--- config.mk ---
export PLATFORM = sky130hd
export DESIGN_NAME = link_init_ctrl
export DESIGN_NICKNAME = d
export VERILOG_FILES = /design/src/rtl/link_pkg.sv /design/src/rtl/link_sync.sv /design/src/rtl/link_regfile.sv /design/src/rtl/link_frame.sv /design/src/rtl/link_init_ctrl.sv
export SDC_FILE = /design/constraint.sdc
export NUM_CORES = 1
export LEC_CHECK = 0
export ABC_AREA = 1
export CAP_MARGIN = 20
export CORE_MARGIN = 4
export CORE_UTILIZATION = 60
export CTS_BUF_LIST = sky130_fd_sc_hd__clkbuf_4
export CTS_CLUSTER_DIAMETER = 100
export DETAILED_ROUTE_END_ITERATION = 8
export DONT_BUFFER_PORTS = 1
export GPL_TIMING_DRIVEN = 0
export HOLD_SLACK_MARGIN = 0.15
export PLACE_DENSITY = 0.87
export SLEW_MARGIN = 20
export SYNTH_ARGS = -nofsm -noshare
export SYNTH_HDL_FRONTEND = slang
export SYNTH_SLANG_ARGS = --single-unit
--- constraint.sdc ---
create_clock -name clk -period 2 [get_ports clk]
set_input_delay 0.1 -clock clk [delete_from_list [all_inputs] [get_ports clk]]
set_output_delay 0.1 -clock clk [all_outputs]
set_load 0.005 [all_outputs]
--- src/rtl/link_pkg.sv ---
package link_pkg;
  typedef enum logic [2:0] {
    ST_NONE   = 3'd0,
    ST_END    = 3'd1,
    ST_NORESP = 3'd2,
    ST_DERR   = 3'd3,
    ST_TYPE   = 3'd4
  } lk_status_e;

  typedef enum logic [4:0] {
    S_IDLE, S_REQ, S_SGL, S_HSYNC, S_MARK, S_HBITS, S_HTAIL, S_ARISE,
    S_APOLL, S_RLOW, S_RHIGH, S_RBITS, S_TLOW, S_THIGH, S_TWAIT,
    S_TDRV, S_XSYNC, S_XBITS, S_FIN
  } lk_state_e;
endpackage

--- src/rtl/link_sync.sv ---
module link_sync #(
  parameter int STAGES = 2
) (
  input  logic clk,
  input  logic rst_n,
  input  logic d_i,
  output logic q_o
);
  logic [STAGES-1:0] chain;
  always_ff @(posedge clk or negedge rst_n) begin
    if (!rst_n) chain <= '1;
    else        chain <= {chain[STAGES-2:0], d_i};
  end
  assign q_o = chain[STAGES-1];
endmodule

--- src/rtl/link_regfile.sv ---
module link_regfile #(
  parameter int DEPTH = 4,
  parameter int DW    = 8,
  localparam int AW   = $clog2(DEPTH)
) (
  input  logic          clk,
  input  logic          rst_n,
  input  logic          we_i,
  input  logic [AW-1:0] waddr_i,
  input  logic [DW-1:0] wdata_i,
  input  logic [AW-1:0] raddr_i,
  output logic [DW-1:0] rdata_o
);
  logic [DW-1:0] mem [DEPTH];
  for (genvar g = 0; g < DEPTH; g++) begin : g_ent
    always_ff @(posedge clk or negedge rst_n) begin
      if (!rst_n)                            mem[g] <= '0;
      else if (we_i && waddr_i == AW'(g))    mem[g] <= wdata_i;
    end
  end
  assign rdata_o = mem[raddr_i];
endmodule

--- src/rtl/link_frame.sv ---
module link_frame #(
  parameter int BIT_CYC = 8,
  parameter int W       = 8,
  localparam int HALF   = BIT_CYC / 2,
  localparam int CW     = $clog2(BIT_CYC)
) (
  input  logic         clk,
  input  logic         rst_n,
  input  logic         go_i,
  input  logic         rx_i,
  input  logic [3:0]   nbits_i,
  input  logic [W-1:0] txd_i,
  input  logic         line_i,
  output logic         bit_o,
  output logic         done_o,
  output logic         perr_o,
  output logic [W-1:0] rxd_o
);
  logic          active, rxm, par;
  logic [CW-1:0] cnt;
  logic [3:0]    idx, nb;
  logic [W-1:0]  sh;

  always_ff @(posedge clk or negedge rst_n) begin
    if (!rst_n) begin
      active <= 1'b0; rxm <= 1'b0; par <= 1'b0;
      cnt <= '0; idx <= '0; nb <= '0; sh <= '0;
    end else if (go_i) begin
      active <= 1'b1; rxm <= rx_i; nb <= nbits_i; idx <= '0; par <= 1'b0;
      sh  <= rx_i ? '0 : (txd_i << (W - int'(nbits_i)));
      cnt <= rx_i ? CW'(HALF - 1) : CW'(BIT_CYC - 1);
    end else if (active) begin
      if (cnt != '0) cnt <= cnt - 1'b1;
      else begin
        cnt <= CW'(BIT_CYC - 1);
        if (idx == nb) active <= 1'b0;
        else begin
          idx <= idx + 4'd1;
          if (rxm) begin
            sh  <= {sh[W-2:0], line_i};
            par <= par ^ line_i;
          end else begin
            sh  <= {sh[W-2:0], 1'b0};
            par <= par ^ sh[W-1];
          end
        end
      end
    end
  end

  assign bit_o  = (idx < nb) ? sh[W-1] : par;
  assign done_o = active && (cnt == '0) && (idx == nb);
  assign perr_o = par ^ line_i;
  assign rxd_o  = sh;
endmodule

--- src/rtl/link_init_ctrl.sv ---
module link_init_ctrl
  import link_pkg::*;
#(
  parameter int MULTI     = 1,
  parameter int SLOTS     = 12,
  parameter int IDX_W     = 4,
  parameter int MAXB      = 4,
  parameter int BIT_CYC   = 8,
  parameter int REQ_CYC   = 4,
  parameter int POLL_CYC  = 2,
  parameter int ACK_POLLS = 5,
  localparam int LW   = $clog2(MAXB + 1),
  localparam int AW   = $clog2(MAXB),
  localparam int HALF = BIT_CYC / 2
) (
  input  logic             clk,
  input  logic             rst_n,
  input  logic             start_i,
  input  logic [IDX_W-1:0] index_i,
  input  logic [LW-1:0]    rx_len_i,
  input  logic [LW-1:0]    tx_len_i,
  input  logic             txw_en_i,
  input  logic [AW-1:0]    txw_addr_i,
  input  logic [7:0]       txw_data_i,
  input  logic [AW-1:0]    rxr_addr_i,
  output logic [7:0]       rxr_data_o,
  input  logic             line_i,
  output logic             line_o,
  output logic             line_oe_o,
  output logic             busy_o,
  output logic [2:0]       status_o,
  input  logic             status_rd_i
);
  localparam int MAXT = (BIT_CYC > REQ_CYC) ? ((BIT_CYC > POLL_CYC) ? BIT_CYC : POLL_CYC)
                                            : ((REQ_CYC > POLL_CYC) ? REQ_CYC : POLL_CYC);
  localparam int TW = $clog2(MAXT + 1);
  localparam int PW = $clog2(ACK_POLLS + 2);

  lk_state_e        st;
  lk_status_e       status;
  logic [TW-1:0]    tmr;
  logic [PW-1:0]    pcnt;
  logic [LW-1:0]    bidx, rxn, txn;
  logic [IDX_W-1:0] idx_q;
  logic             hdr_f, line_s;
  logic             f_go, f_rx, f_bit, f_done, f_perr;
  logic [3:0]       f_nb;
  logic [7:0]       f_txd, f_rxd, tx_rd;
  logic [2:0]       pop;

  link_sync #(.STAGES(2)) u_sync (.clk(clk), .rst_n(rst_n), .d_i(line_i), .q_o(line_s));

  link_regfile #(.DEPTH(MAXB), .DW(8)) u_txmem (
    .clk(clk), .rst_n(rst_n), .we_i(txw_en_i), .waddr_i(txw_addr_i),
    .wdata_i(txw_data_i), .raddr_i(bidx[AW-1:0]), .rdata_o(tx_rd));

  link_regfile #(.DEPTH(MAXB), .DW(8)) u_rxmem (
    .clk(clk), .rst_n(rst_n), .we_i(st == S_RBITS && f_done && !f_perr),
    .waddr_i(bidx[AW-1:0]), .wdata_i(f_rxd), .raddr_i(rxr_addr_i), .rdata_o(rxr_data_o));

  always_comb begin
    pop = '0;
    for (int i = 0; i < IDX_W; i++) pop = pop + 3'(idx_q[i]);
  end

  assign f_go  = (st == S_MARK) || (st == S_RHIGH && line_s);
  assign f_rx  = (st == S_RHIGH);
  assign f_nb  = (st == S_MARK && hdr_f) ? 4'(IDX_W + 3) : 4'd8;
  assign f_txd = hdr_f ? 8'({idx_q, pop}) : tx_rd;

  link_frame #(.BIT_CYC(BIT_CYC), .W(8)) u_frame (
    .clk(clk), .rst_n(rst_n), .go_i(f_go), .rx_i(f_rx), .nbits_i(f_nb),
    .txd_i(f_txd), .line_i(line_s), .bit_o(f_bit), .done_o(f_done),
    .perr_o(f_perr), .rxd_o(f_rxd));

  always_ff @(posedge clk or negedge rst_n) begin
    if (!rst_n) begin
      st <= S_IDLE; status <= ST_NONE; tmr <= '0; pcnt <= '0;
      bidx <= '0; rxn <= '0; txn <= '0; idx_q <= '0; hdr_f <= 1'b0;
    end else begin
      if (status_rd_i && st == S_IDLE) status <= ST_NONE;
      unique case (st)
        S_IDLE: if (start_i) begin
          if ({1'b0, index_i} >= (IDX_W + 1)'(SLOTS)) status <= ST_TYPE;
          else begin
            st <= S_REQ; tmr <= TW'(REQ_CYC - 1); idx_q <= index_i;
            rxn <= rx_len_i; txn <= tx_len_i; bidx <= '0;
          end
        end
        S_REQ: if (tmr != '0) tmr <= tmr - 1'b1;
          else begin
            st  <= (MULTI != 0) ? S_HSYNC : S_SGL;
            tmr <= TW'(BIT_CYC - 1); hdr_f <= 1'b1;
          end
        S_SGL: if (tmr != '0) tmr <= tmr - 1'b1;
          else if (line_s) begin st <= S_IDLE; status <= ST_NORESP; end
          else begin st <= (rxn == '0) ? S_TLOW : S_RLOW; hdr_f <= 1'b0; end
        S_HSYNC, S_XSYNC: if (tmr != '0) tmr <= tmr - 1'b1; else st <= S_MARK;
        S_MARK:  st <= hdr_f ? S_HBITS : S_XBITS;
        S_HBITS: if (f_done) begin st <= S_HTAIL; tmr <= TW'(HALF - 1); end
        S_HTAIL: if (tmr != '0) tmr <= tmr - 1'b1; else begin st <= S_ARISE; hdr_f <= 1'b0; end
        S_ARISE: if (line_s) begin st <= S_APOLL; tmr <= '0; pcnt <= '0; end
        S_APOLL: if (tmr != '0) tmr <= tmr - 1'b1;
          else if (!line_s) st <= (rxn == '0) ? S_TLOW : S_RLOW;
          else if (pcnt == PW'(ACK_POLLS + 1)) begin st <= S_IDLE; status <= ST_NORESP; end
          else begin pcnt <= pcnt + 1'b1; tmr <= TW'(POLL_CYC - 1); end
        S_RLOW:  if (!line_s) st <= S_RHIGH;
        S_RHIGH: if (line_s) st <= S_RBITS;
        S_RBITS: if (f_done) begin
          if (f_perr) begin st <= S_IDLE; status <= ST_DERR; end
          else if (bidx + 1'b1 == rxn) begin st <= S_TLOW; bidx <= '0; end
          else begin st <= S_RLOW; bidx <= bidx + 1'b1; end
        end
        S_TLOW:  if (!line_s) st <= S_THIGH;
        S_THIGH: if (line_s) begin st <= S_TWAIT; tmr <= TW'(BIT_CYC - 1); end
        S_TWAIT: if (tmr != '0) tmr <= tmr - 1'b1; else begin st <= S_TDRV; tmr <= TW'(HALF - 1); end
        S_TDRV:  if (tmr != '0) tmr <= tmr - 1'b1;
          else begin st <= (txn == '0) ? S_FIN : S_XSYNC; tmr <= TW'(BIT_CYC - 1); end
        S_XBITS: if (f_done) begin
          tmr <= TW'(BIT_CYC - 1);
          if (bidx + 1'b1 == txn) st <= S_FIN;
          else begin st <= S_XSYNC; bidx <= bidx + 1'b1; end
        end
        S_FIN: if (tmr != '0) tmr <= tmr - 1'b1; else begin st <= S_IDLE; status <= ST_END; end
        default: st <= S_IDLE;
      endcase
    end
  end

  always_comb begin
    unique case (st)
      S_IDLE:                                   begin line_oe_o = 1'b1; line_o = 1'b1; end
      S_REQ, S_HSYNC, S_XSYNC, S_HTAIL, S_TDRV,
      S_FIN:                                    begin line_oe_o = 1'b1; line_o = 1'b0; end
      S_MARK:                                   begin line_oe_o = 1'b1; line_o = 1'b1; end
      S_HBITS, S_XBITS:                         begin line_oe_o = 1'b1; line_o = f_bit; end
      default:                                  begin line_oe_o = 1'b0; line_o = 1'b1; end
    endcase
  end

  assign busy_o   = (st != S_IDLE);
  assign status_o = status;
endmodule

* Word-level counts from Yosys, hierarchy flattened *
Cells that the tools add are included.

storage, ports and cells
  bits of input ports = 28
  output and inout port bits = 14
  bits in registers = 117
  logic and storage cells = 250

operators by class
  bitwise operators = 5
  add/sub/neg operators = 9
  order comparisons = 4
  equal/unequal tests = 57
  shift-type cells = 1
  reductions and logical operators = 44
  muxes and demuxes = 105

operators by type and width
  operator                                                               number
  5-bit 2-to-1 mux                                                       21
  5-bit one-hot mux with 18 select lines                                 1
  3-bit 2-to-1 mux                                                       28
  8-bit 2-to-1 mux                                                       10
  4-bit 2-to-1 mux                                                       19
  2-bit inequality test, second input constant                           22
  5-bit by 4-bit equality test with 1-bit output, second input constant  8
  4-bit one-hot mux with 9 select lines                                  1
  8-bit binary-select mux with 2-bit select                              2
  8-bit by 32-bit << shifter with 8-bit output                           1
  5-bit by 3-bit equality test with 1-bit output, second input constant  4
  19-bit AND reduction                                                   1
  1-bit 2-to-1 mux                                                       16
  5-bit equality test, second input constant                             3
  1-bit logical AND                                                      15
  3-bit one-hot mux with 5 select lines                                  1
  5-bit by 2-bit equality test with 1-bit output, second input constant  2
  10-bit AND reduction                                                   1
  5-bit AND reduction                                                    2
  10-bit OR reduction                                                    1
  3-bit zero test                                                        3
  3-bit one-hot mux with 3 select lines                                  1
  3-bit nonzero test                                                     3
  9-bit nonzero test                                                     1
  39 further kinds                                                       58

* Depth between registers and ports, before layout *
  depth after elaboration = 8
  depth in mapped cells = 13
  gate-level depth less buffers = 13

* Hierarchy *
Synthesis repeated with hierarchy kept, for this count alone.

second synthesis, totals
  cells, all modules = 1,083
  area total of the unflattened synthesis = 7,778.7 um2

modules (own cells, without submodules)
  module          sequential area each (um2)  instances  cells each  area each (um2)
  link_regfile    800.8                       2          235         1,790.5
  link_init_ctrl  725.7                       1          401         2,600.0
  link_frame      550.5                       1          210         1,545.2
  link_sync       52.6                        1          2           52.6

* Least setup slack after synthesis *
Ideal clock, no wire load.

  path type = reg-to-reg
  from = register bidx[0]
  to = register bidx[1]
  cell stages (with the launch flop) = 12
  period minus slack after synthesis = 1.908 ns
  arrival time = 1.843 ns
  setup slack = 0.092 ns
  path buffers = 1
  required time = 1.935 ns
  setup time = 0.065 ns
  path through = dfrtp_1 > clkinv_1 > clkbuf_1 > ha_1 > inv_1 > nand2_1 > nand4_1 > nor3_1 > nor2_1 > nand2_1 > nand2_1 > nand2_1

on the way
  longest elaborated chain between the ends = 6
  elaborated cells between the ends (all ways) = 11
  classes of those cells = add/sub (1); eq/ne (3); mux (6); reduce/logical (1)

RTL lines
  what                                        line                   RTL
  start: declaration                          link_init_ctrl.sv:43   logic [LW-1:0] bidx, rxn, txn;
  start signal: assignment                    link_init_ctrl.sv:79   bidx <= '0; rxn <= '0; txn <= '0; idx_q <= '0; hdr_f <= 1'b0;
  start signal: assignment                    link_init_ctrl.sv:87   rxn <= rx_len_i; txn <= tx_len_i; bidx <= '0;
  start signal: assignment                    link_init_ctrl.sv:111  else if (bidx + 1'b1 == rxn) begin st <= S_TLOW; bidx <= '0; end
  3-bit by 1-bit adder with 3-bit output (*)  n/a
  3-bit equality test                         link_init_ctrl.sv:111
  3-bit 2-to-1 mux                            link_init_ctrl.sv:111
  3-bit 2-to-1 mux                            link_init_ctrl.sv:110  if (f_perr) begin st <= S_IDLE; status <= ST_DERR; end
  3-bit 2-to-1 mux                            link_init_ctrl.sv:109  S_RBITS: if (f_done) begin
  3-bit one-hot mux with 3 select lines       link_init_ctrl.sv:82   unique case (st)

Mark *: on every way between the ends. The rest lies on a longest branch, timed or not. The select of a mux whose other input is x is not followed.
A chain may end at the register's enable or synchronous reset.

* Final worst setup path *
  from = register st[1]
  to = register st[0]

on the way
  longest elaborated chain between the ends = 4
  elaborated cells between the ends (all ways) = 41
  classes of those cells = eq/ne (37); mux (1); reduce/logical (3)

RTL lines
  what                                                                                          line                   RTL
  start: declaration                                                                            link_init_ctrl.sv:39   lk_state_e st;
  start signal: assignment                                                                      link_init_ctrl.sv:92   st <= (MULTI != 0) ? S_HSYNC : S_SGL;
  start signal: assignment                                                                      link_init_ctrl.sv:99   S_MARK: st <= hdr_f ? S_HBITS : S_XBITS;
  start signal: assignment                                                                      link_init_ctrl.sv:104  else if (!line_s) st <= (rxn == '0) ? S_TLOW : S_RLOW;
  5-bit by 2-bit equality test with 1-bit output / 5-bit equality test (equally long branches)  link_init_ctrl.sv:82
  2-bit OR reduction                                                                            link_init_ctrl.sv:82
  2-bit inequality test (no source line)                                                        n/a
  19-bit AND reduction (no source line)                                                         n/a

Several ways; a longest one is shown, not always the timed one.

==> results by group <==
Setup path
  – Max FO, Critical Path: 8
  – Cells along the critical path: buf_6, inv_2, nor2_2, nand2_2, buf_4, buf_4, buf_4, nand2_1, nor2_1, nor2_1, nor2_1, nand2_2, nand2_1, nand2_1
  – Max stage delay cell, worst path: dfrtp_1
  – Req. time, crit path: 2.49 ns
  – WP buf/inv: 5
  – CP endpoint kind: flop
  – Cell family with most CP delay: simple AND/OR/NAND/NOR gates
  – Critical Path Max Stage Delay: 0.36 ns
  – Setup crit start kind: flop
  – Worst Setup SP: st[1]
  – Worst Setup Path Type: reg -> reg
  – Reg2reg start: st[1]
  – Worst EP arrival: 2.57 ns

Final layout
  – Final instance area: 0.007784 mm^2
  – Fin util: 75.40%
  – Share of post-route cells with drive strength above 1: 19.41%
  – Antenna diode count: 0
  – NumNets Final: 944
  – Most frequent cells in the layout: 207 x nand2_1, 108 x dfrtp_1, 82 x o21ai_0
  – Area Overhead vs Synth: 22.82%
  – Most common cell after layout, fill and taps aside: nand2_1

Detailed routing
  – # DRC: 0
  – DR vias: 6,490
  – Initial DRC Count: 854
  – Wire per inst: 18.30 um
  – DR vias/cell: 6.193
  – Antenna-violating nets left: 0
  – Final wirelength: 19,180 um
  – First-pass DRT Iterations: 9

Timing
  – Slew HR: 61.17%
  – Unrepaired setup endpoints after global routing: yes
  – Layout Skew: 0.01451 ns
  – WHS: -0.7797 ns
  – Fin crit period: 2.076 ns
  – Setup WS post-layout: -0.07627 ns
  – Tcrit/Tclk final: 103.8%
  – Final Max Tran Viols: 0
  – Slew at the pin closest to its max-slew limit: 0.5824 ns
  – Hold Vio Cnt, Final: 115
  – Setup violators final: 10
  – Fmax: 0.4816 GHz

GRT
  – Vias in the first global route: 5,979
  – First-pass GRT wire length: 28,780 um
  – Grt ovf: 0
  – Initial antenna violation count: 0
  – Largest net degree at the start of global routing: 116
  – Total track usage: 28.87%

CTS
  – CTS HTree Levels: 4
  – Clock tree buffer depth: 2
  – Hold-fix buffers at CTS: 30
  – Clock buffer count from CTS: 17
  – CTS tree: yes
  – Clk_lat worst skew: 0.56 ns
  – CTS sink cnt: 115
  – Root Buffer: clkbuf_4
  – Clk slew on worst S/H paths: 0.11 ns

Logic synthesis
  – Sequential-to-total area share from yosys stat: 45.45%
  – Post-Synthesis Cell Area: 0.006337 mm^2
  – Unique cell type count in the Yosys netlist: 43
  – Ys flop type: dfrtp_1
  – Synth Warn #: 0
  – Syn_nets: 854
  – Post-synth EDFFs: 0
  – Syn Inst Count: 809
  – Synth async-reset ratio: 100.0%
  – Avg Cell Area, Syn: 7.834 um^2
  – FF+latch count, synth: 115

Pwr
  – Max IR drop VDD: 0.9138 mV
  – Leak: 3.882 nW
  – Pwr Density: 1299 mW/mm^2

Floorplan
  – Die X: 110.8 um
  – Core Area: 0.01032 mm^2
  – Die height: 110.8 um
  – Row count: 37
  – Die area: 0.01227 mm^2
  – Ports: 42
  – Initial core utilization: 61.39%

Hold path
  – Tightest Hold Check Type: in -> async

Place
  – Dpl cell area: 0.006507 mm^2
  – # port buffers: 0
  – Dpl hpwl: 11,120 um
  – RD Place Congestion: 0.9586
  – Pre-CTS setup slack: -0.4486 ns

Flow run
  – Max-Cap Viols: 0

Outcome
  – Status: finished, violations left
  – Failing checks: negative hold slack, negative setup slack
-- report_power, final --
group / internal, mW / switching [mW]
Combinational: 1.87 / 3.31
Clock: 0.724 / 0.922
Sequential: 2.84 / 0.444
-- worst reg2reg max path, stage by stage, from the launching register on --
cell and delay, ns:
dfrtp_1 0.36, buf_6 0.17, inv_2 0.05, nor2_2 0.15, nand2_2 0.11, buf_4 0.15
buf_4 0.13, buf_4 0.14, nand2_1 0.08, nor2_1 0.06, nor2_1 0.17, nor2_1 0.09
nand2_2 0.15, nand2_1 0.12, nand2_1 0.09
-- timing repair --
item / CTS / global route
buffers inserted: 17 / 24
endpoints found under the setup margin: 37 / 70
pin swaps: 12 / 22
resized for setup: 42 / 57
gates cloned: 0 / 1
endpoints found under the hold margin: 164 / 115
-- path summary, 6_finish.rpt --
path	endpoint	slack, ns	cells past startpoint
setup / recovery	st[0]	-0.08	14
hold / removal	u_rxmem.mem[20]	-0.78	0
setup reg to reg	st[0]	-0.08	14
hold reg to reg	u_sync.chain[1]	0.36	0
max in group asynchronous	u_sync.chain[0]	2.56	0
min in group clk	idx_q[1]	0.21	2
-- registers in the layout, indices dropped and copies added, names as in the netlist, 4 cells and up --
name	flops
u_frame.rxd_o	8
st	5
u_txmem.mem	32
idx_q	4
u_frame.idx	4
u_rxmem.mem	32
tmr	4
-- layer usage --
metal	up-vias	share of wire, %	global-route usage [%]
li1	2876	-	-
met1	3033	38	37.50
met2	455	47	45.79
met3	126	10	6.277
met4	0	5.4	14.45
met5	-	0	0
-- per-stage QoR --
step	power [mW]	setup TNS (ns)	cells
2_1_floorplan	6.091	0	809
3_3_place_gp	6.939	-2.945	945
3_5_place_dp	7.053	-3.431	945
4_1_cts	9.207	0	1024
5_1_grt	10.72	-1.095	1048
6_report	10.11	-0.2448	1048
-- cell usage after synthesis (9+ instances only) --
cell type	count	area share, %
o22ai_1	9	0.89
nor2_1	73	4.3
o21ai_0	87	6.9
clkbuf_1	12	0.71
nand2_1	223	13
o21ai_1	24	1.9
a21oi_1	34	2.7
nand3_1	40	3.2
inv_1	67	4.0
dfrtp_1	113	45
nand4_1	9	0.89
inv_2	11	0.65
ha_1	16	3.2
o211ai_1	10	1.2
-- cell type report --
| type | count | area, um^2 |
|---|---|---|
| plain buffers | 20 | 132.6 |
| clock buffers | 17 | 127.6 |
| clock inverters | 15 | 141.4 |
| fillers | 650 | 2540 |
| inverters | 80 | 315.3 |
| multi-input cells | 594 | 3311 |
| flip-flops and latches | 115 | 2887 |
| well taps | 136 | 170.2 |
| repair buffers | 71 | 699.4 |
-- cell families after synthesis --
group / share of synthesized area, %
AO/OA/AOI/OAI: 16.62
XOR/XNOR: 0.9674
adder cells (fa/ha/maj): 3.475
buffers and inverters: 6.634
flip-flops: 45.45
multiplexers: 0.8884
AND/OR/NAND/NOR: 25.96
Power figures use the tool's default switching activity.
